==> src/rtl/stable_chk_pkg.sv <==
package stable_chk_pkg;

  typedef enum logic [1:0] {
    ST_OK      = 2'd0,
    ST_TIMEOUT = 2'd1,
    ST_ABORT   = 2'd2
  } doneStat_e;

  typedef enum logic [1:0] {
    PH_IDLE  = 2'd0,
    PH_ISSUE = 2'd1,
    PH_WAIT  = 2'd2
  } phase_e;

  // strobes from control to datapath
  typedef struct packed {
    logic load;
    logic tick;
    logic reqFire;
    logic capture;
    logic finOk;
    logic finTimeout;
    logic finAbort;
  } ctrlStrb_t;

  // conditions reported by datapath to control
  typedef struct packed {
    logic outstanding;
    logic haveFirst;
    logic dataEq;
    logic expire;
  } dpFlags_t;

endpackage

==> src/rtl/stable_chk_dpath.sv <==
module stable_chk_dpath
  import stable_chk_pkg::*;
#(
  parameter int ADDR_W   = 32,
  parameter int DATA_W   = 32,
  parameter int BUDGET_W = 16
) (
  input  logic                clk,
  input  logic                rstN,
  input  ctrlStrb_t           strb,
  input  logic [ADDR_W-1:0]   startAddr,
  input  logic [BUDGET_W-1:0] startBudget,
  input  logic                memRspValid,
  input  logic [DATA_W-1:0]   memRspData,
  output dpFlags_t            flags,
  output logic [ADDR_W-1:0]   memReqAddr,
  output logic                doneValid,
  output logic [1:0]          doneStatus,
  output logic [DATA_W-1:0]   doneData
);

  localparam int CNT_W = BUDGET_W + 1;

  logic [ADDR_W-1:0]   addrQ;
  logic [BUDGET_W-1:0] budgetQ;
  logic [CNT_W-1:0]    elapsedQ;
  logic [CNT_W-1:0]    elapsedInc;
  logic [DATA_W-1:0]   firstQ;
  logic                haveFirstQ;
  logic                outstandingQ;
  doneStat_e           statNxt;

  assign elapsedInc        = elapsedQ + 1'b1;
  assign flags.expire      = (elapsedInc >= {1'b0, budgetQ});
  assign flags.dataEq      = (memRspData == firstQ);
  assign flags.haveFirst   = haveFirstQ;
  assign flags.outstanding = outstandingQ;
  assign memReqAddr        = addrQ;

  always_comb begin
    if (strb.finAbort)        statNxt = ST_ABORT;
    else if (strb.finTimeout) statNxt = ST_TIMEOUT;
    else                      statNxt = ST_OK;
  end

  always_ff @(posedge clk) begin
    if (!rstN) begin
      addrQ    <= '0;
      budgetQ  <= '0;
      elapsedQ <= '0;
    end else if (strb.load) begin
      addrQ    <= startAddr;
      budgetQ  <= startBudget;
      elapsedQ <= '0;
    end else if (strb.tick) begin
      elapsedQ <= elapsedInc;
    end
  end

  always_ff @(posedge clk) begin
    if (!rstN) begin
      firstQ     <= '0;
      haveFirstQ <= 1'b0;
    end else if (strb.load) begin
      haveFirstQ <= 1'b0;
    end else if (strb.capture) begin
      firstQ     <= memRspData;
      haveFirstQ <= 1'b1;
    end
  end

  // single outstanding read tracker, also drains stale responses
  always_ff @(posedge clk) begin
    if (!rstN)             outstandingQ <= 1'b0;
    else if (strb.reqFire) outstandingQ <= 1'b1;
    else if (memRspValid)  outstandingQ <= 1'b0;
  end

  always_ff @(posedge clk) begin
    if (!rstN) begin
      doneValid  <= 1'b0;
      doneStatus <= 2'd0;
      doneData   <= '0;
    end else begin
      doneValid  <= strb.finOk | strb.finTimeout | strb.finAbort;
      doneStatus <= statNxt;
      doneData   <= strb.finOk ? memRspData : '0;
    end
  end

endmodule

==> config.mk <==
export PLATFORM = sky130hd
export DESIGN_NAME = stable_chk_dpath
export DESIGN_NICKNAME = d
export VERILOG_FILES = /design/src/rtl/stable_chk_pkg.sv /design/src/rtl/stable_chk_dpath.sv
export SDC_FILE = /design/constraint.sdc
export NUM_CORES = 1
export LEC_CHECK = 0
export ABC_CLOCK_PERIOD_IN_PS = 2700
export BUFFER_PORTS_ARGS = -buffer_cell sky130_fd_sc_hd__buf_2
export CAP_MARGIN = 5
export CORE_AREA = 4 4 157 159
export DETAILED_ROUTE_END_ITERATION = 6
export DIE_AREA = 0 0 161 163
export PLACE_DENSITY_LB_ADDON = 0.05
export SETUP_SLACK_MARGIN = 0.15
export SYNTH_ARGS = -nofsm -noshare
export SYNTH_HDL_FRONTEND = slang
export SYNTH_SLANG_ARGS = --single-unit
export TNS_END_PERCENT = 30
==> constraint.sdc <==
create_clock -name clk -period 2.7 [get_ports clk]
set_clock_uncertainty 0.15 [all_clocks]
set_input_delay 0.135 -clock clk [delete_from_list [all_inputs] [get_ports clk]]
set_output_delay 0.135 -clock clk [all_outputs]
set_load 0.005 [all_outputs]
; After elaboration in Yosys (flattened, before gate mapping)
; Cells that the tools add are included.
[word_totals]
ff_bits = 134
elab_cells = 26
[classes]
n_mux = 4
n_bitwise = 4
add_sub_neg = 1
n_lt_le_gt_ge = 1
reduce_logical = 5
eq_ne = 1
[ops]
columns = operator, count
row1 = $eq A32 B32 Y1, 1
row2 = $add A17 B1 Y17 const B, 1
row3 = $ge A17 B16 Y1, 1
row4 = $reduce_and A2 Y1, 2
row5 = $reduce_or A2 Y1, 2
row6 = $mux W1, 3
row7 = $mux W2, 1
row8 = $not A1 Y1, 2
row9 = $or A1 B1 Y1, 2
row10 = $reduce_bool A2 Y1, 1

; Depth between registers and ports, before layout
[depth]
ltp_word = 2
depth_mapped = 12
ltp_nobuf = 11

; Worst setup path before layout
; Ideal clock, no wire load.
[synth_timing]
kind = register to output
startpoint = reg elapsedQ[0]
endpoint = out flags[0] (netlist bit)
arrival_time_ns = 2.333
setup_slack_ns = 0.082
stages_incl_launch_ff = 12
path_cell_list = dfxtp_1 > ha_1 > and3_2 > buf_2 > nand4_2 > nor2_1 > xor2_1 > ha_1 > and4_1 > a41o_1 > a311oi_1 > nand3_1
[synth_rtl]
columns = element, line_no
row1 = start: declaration, stable_chk_dpath.sv:26  ; logic [CNT_W-1:0] elapsedQ;
row2 = start signal: assignment, stable_chk_dpath.sv:56  ; elapsedQ <= elapsedInc;
row3 = end: declaration, stable_chk_dpath.sv:15  ; output dpFlags_t flags,

==> flow_summary.json <==
{
  "critPathCaptureType": "output pin",
  "hold_violations": 0,
  "syn-num-nets": 704,
  "max_cap_viol_count": 0,
  "combPwrFrac": 0.108,
  "antenna_found_initial": 2,
  "worstSetupPathType": "reg2out",
  "tritoncts": "built",
  "cts.sink_count": 134,
  "power_density_mw_per_mm2": 583.9,
  "ctsLongestPathBuffers": 2,
  "clock-root-buffer": "clkbuf_16",
  "cts_htree_levels": 4,
  "drtIter0Drc": 141,
  "chipHeight_um": 163,
  "drive_above_1_share": 0.2878,
  "path_max_fanout": 4,
  "cp.required_ps": 2410,
  "rows": 56,
  "pwr-share-seq": 0.417,
  "synth_warnings": 0,
  "final_util": 0.3713,
  "period_share": 1.127,
  "area_growth_pct": 51.20,
  "io_pins": 161,
  "critPathLaunchType": "register",
  "pwr-share-clk": 0.475,
  "hold_class": "in2reg",
  "synthTopCellsByArea": "dfxtp_1, mux2i_1, xor2_1",
  "seq_area_frac_synth": 0.4696,
  "synth_largest_area_cell": "dfxtp_1",
  "synth_xor_area_frac": 0.09198,
  "cts.clk_slew.worst_paths_ps": 60,
  "synth_compound_area_frac": 0.06921,
  "p_sw_w": 0.001265,
  "drc": 0,
  "clock_latency_ps": 410,
  "synth_cell_types": 42,
  "async_reset_ff_frac": 0,
  "maxSlewHeadroom": 0.4776,
  "synth.avg_cell_area_um2": 9.569,
  "yosys.area_share.simple": 0.2076,
  "numCtsBuffers": 17,
  "ys_ff_latch": 134,
  "initial_core_util": 0.2456,
  "setup_viol": 1,
  "placed_cell_area_mm2": 0.007019,
  "grt_first_pass_wirelength_mm": 26.28,
  "synthTopCellsByCount": "dfxtp_1, nand2_1, nor2b_1",
  "fmax_ghz": 0.3288,
  "post-dp-hpwl_mm": 11.44,
  "synth_top_family_by_area": "simple AND/OR/NAND/NOR gates",
  "cp_data_arrival_time_ps": 2760,
  "fin_area_mm2": 0.008638,
  "ir_drop_mv": 0.2600,
  "min_period_ps": 3042,
  "dieArea_mm2": 0.02624,
  "synth_edf_count": 0,
  "timing.final.ws_setup_ps": -341.7,
  "portBuffers": 160,
  "synthCells": 597,
  "worst_slew_pin_slew_ps": 783.5,
  "post-place-ws_ps": -48.15,
  "slew_violations": 0,
  "gr-total-overflow": 0,
  "status": "complete, but fails checks",
  "gp_congestion": 0.8213,
  "p_sw_frac": 0.2508,
  "synthAdderAreaFrac": 0.03723,
  "routedWlPerCell_um": 13.75,
  "core_mm2": 0.02326,
  "vias": 4921,
  "syn-cell-area_mm2": 0.005713,
  "wirelength_mm": 16.42,
  "via_per_inst": 4.121,
  "final_nets": 966,
  "grt_max_degree": 88,
  "synthFlopType": "dfxtp_1",
  "yosysTopAreaCellShare": 0.4696,
  "ant_nets": 0,
  "intPower_w": 0.003779,
  "rsz0062_at_grt": "true",
  "leakage_nw": 4.009,
  "drt_pass1_iterations": 4,
  "die_w_um": 161,
  "muxShareOfSynthArea": 0.08585,
  "post-synth-top-count-cell": "dfxtp_1",
  "violations": "negative setup slack",
  "fillCellCount": 2383,
  "grtUsageTotal": 0.1264,
  "grt_pass1_vias": 5132
}
==> kinds of logic after synthesis <==
family,after synthesis
DFF,134
AOI/OAI and AO/OA,56
muxes,49
adders and majority gates,17
buffers and inverters,55
xor gates and xnor gates,60
and+or+nand+nor,226
==> placed cells by master, fill, tap and decap left out, types with 3 or more instances in the layout <==
cell	count
nor4_1	8
xnor2_1	11
o21ai_0	7
dlygate4sd3_1	87
ha_1	16
buf_6	3
nand2_1	77
or3_1	3
xor2_1	49
buf_4	29
nor2_1	19
clkinv_4	3
dfxtp_1	127
a21boi_0	32
nand3_1	6
and4_1	3
inv_1	16
nand4_1	5
mux2i_1	49
dfxtp_2	5
a21oi_1	6
inv_6	5
diode_2	3
nor2b_1	49
clkbuf_16	17
buf_2	160
and3_1	33
==> per-stage QoR <==
step	cells	hold WS (ps)	total power (W)	TNS, ps
finish	1194	100.5	0.005044	-341.7
global route	1193	121.7	0.005291	-453.8
CTS	1191	109.7	0.005151	-377.8
detailed placement	1067	203.5	0.002602	-48.15
global placement	1067	198.1	0.002595	0
floorplan	597	100.8	0.002386	0
==> final timing paths <==
check / from / end / slack (ps) / cells after the start
hold / removal: rstN / firstQ[20] / 100 / 2
setup / recovery: elapsedQ[0] / flags[0] / -340 / 12
setup reg to reg: elapsedQ[5] / elapsedQ[9] / 720 / 5
hold reg to reg: haveFirstQ / haveFirstQ / 320 / 2
==> routing by layer <==
metal  GRT usage  part of all wire  up-vias
li1            -                 -     2519
met1      0.1528              0.46     2307
met2      0.2231              0.50       88
met3     0.03316             0.032        7
met4     0.03412            0.0085        0
met5           0                 0        -
==> power groups by stage <==
stage	logic (W)	clock network [W]	registers [W]
after floorplan	0.000234	0	0.00215
after global placement	0.000446	0	0.00215
after detailed placement	0.000451	0	0.00215
after CTS	0.000557	0.00249	0.00211
after global routing	0.000609	0.00257	0.00211
final	0.000545	0.00239	0.00211
==> state kept, by name, indices dropped and copies added (netlist names) <==
name          cells
haveFirstQ        1
firstQ           32
outstandingQ      1
doneData         32
doneStatus        2
memReqAddr       32
budgetQ          16
doneValid         1
elapsedQ         17
==> what timing repair did <==
action / in CTS / in global routing
hold endpoints to repair: 119 / 0
resized for setup: 24 / 2
buffers inserted: 5 / 0
hold buffers: 87 / 0
endpoints found under the setup margin: 1 / 1
pin swaps: 14 / 9
==> worst max-delay path: stages, from the launching register on <==
cell	delay, ps
dfxtp_4	390
ha_4	140
and3_4	200
and2_4	140
nand2_1	50
xnor2_1	120
ha_1	290
a211o_1	270
o211ai_1	90
a21oi_1	110
a311oi_2	270
nand3_1	120
buf_2	150
==> area by class of cell <==
| cell class | count | area (um^2) | area share |
|---|---|---|---|
| antenna | 3 | 7.507 | 0.0008691 |
| clock buffer | 18 | 439.2 | 0.05084 |
| clock inverter | 14 | 165.2 | 0.01912 |
| inverter | 17 | 63.81 | 0.007387 |
| multi-input combinational | 408 | 2904 | 0.3362 |
| sequential | 134 | 2696 | 0.3121 |
| tap | 319 | 399.1 | 0.04621 |
| timing repair buffer | 281 | 1963 | 0.2273 |
Note: power is estimated with default switching activity, not from simulation.
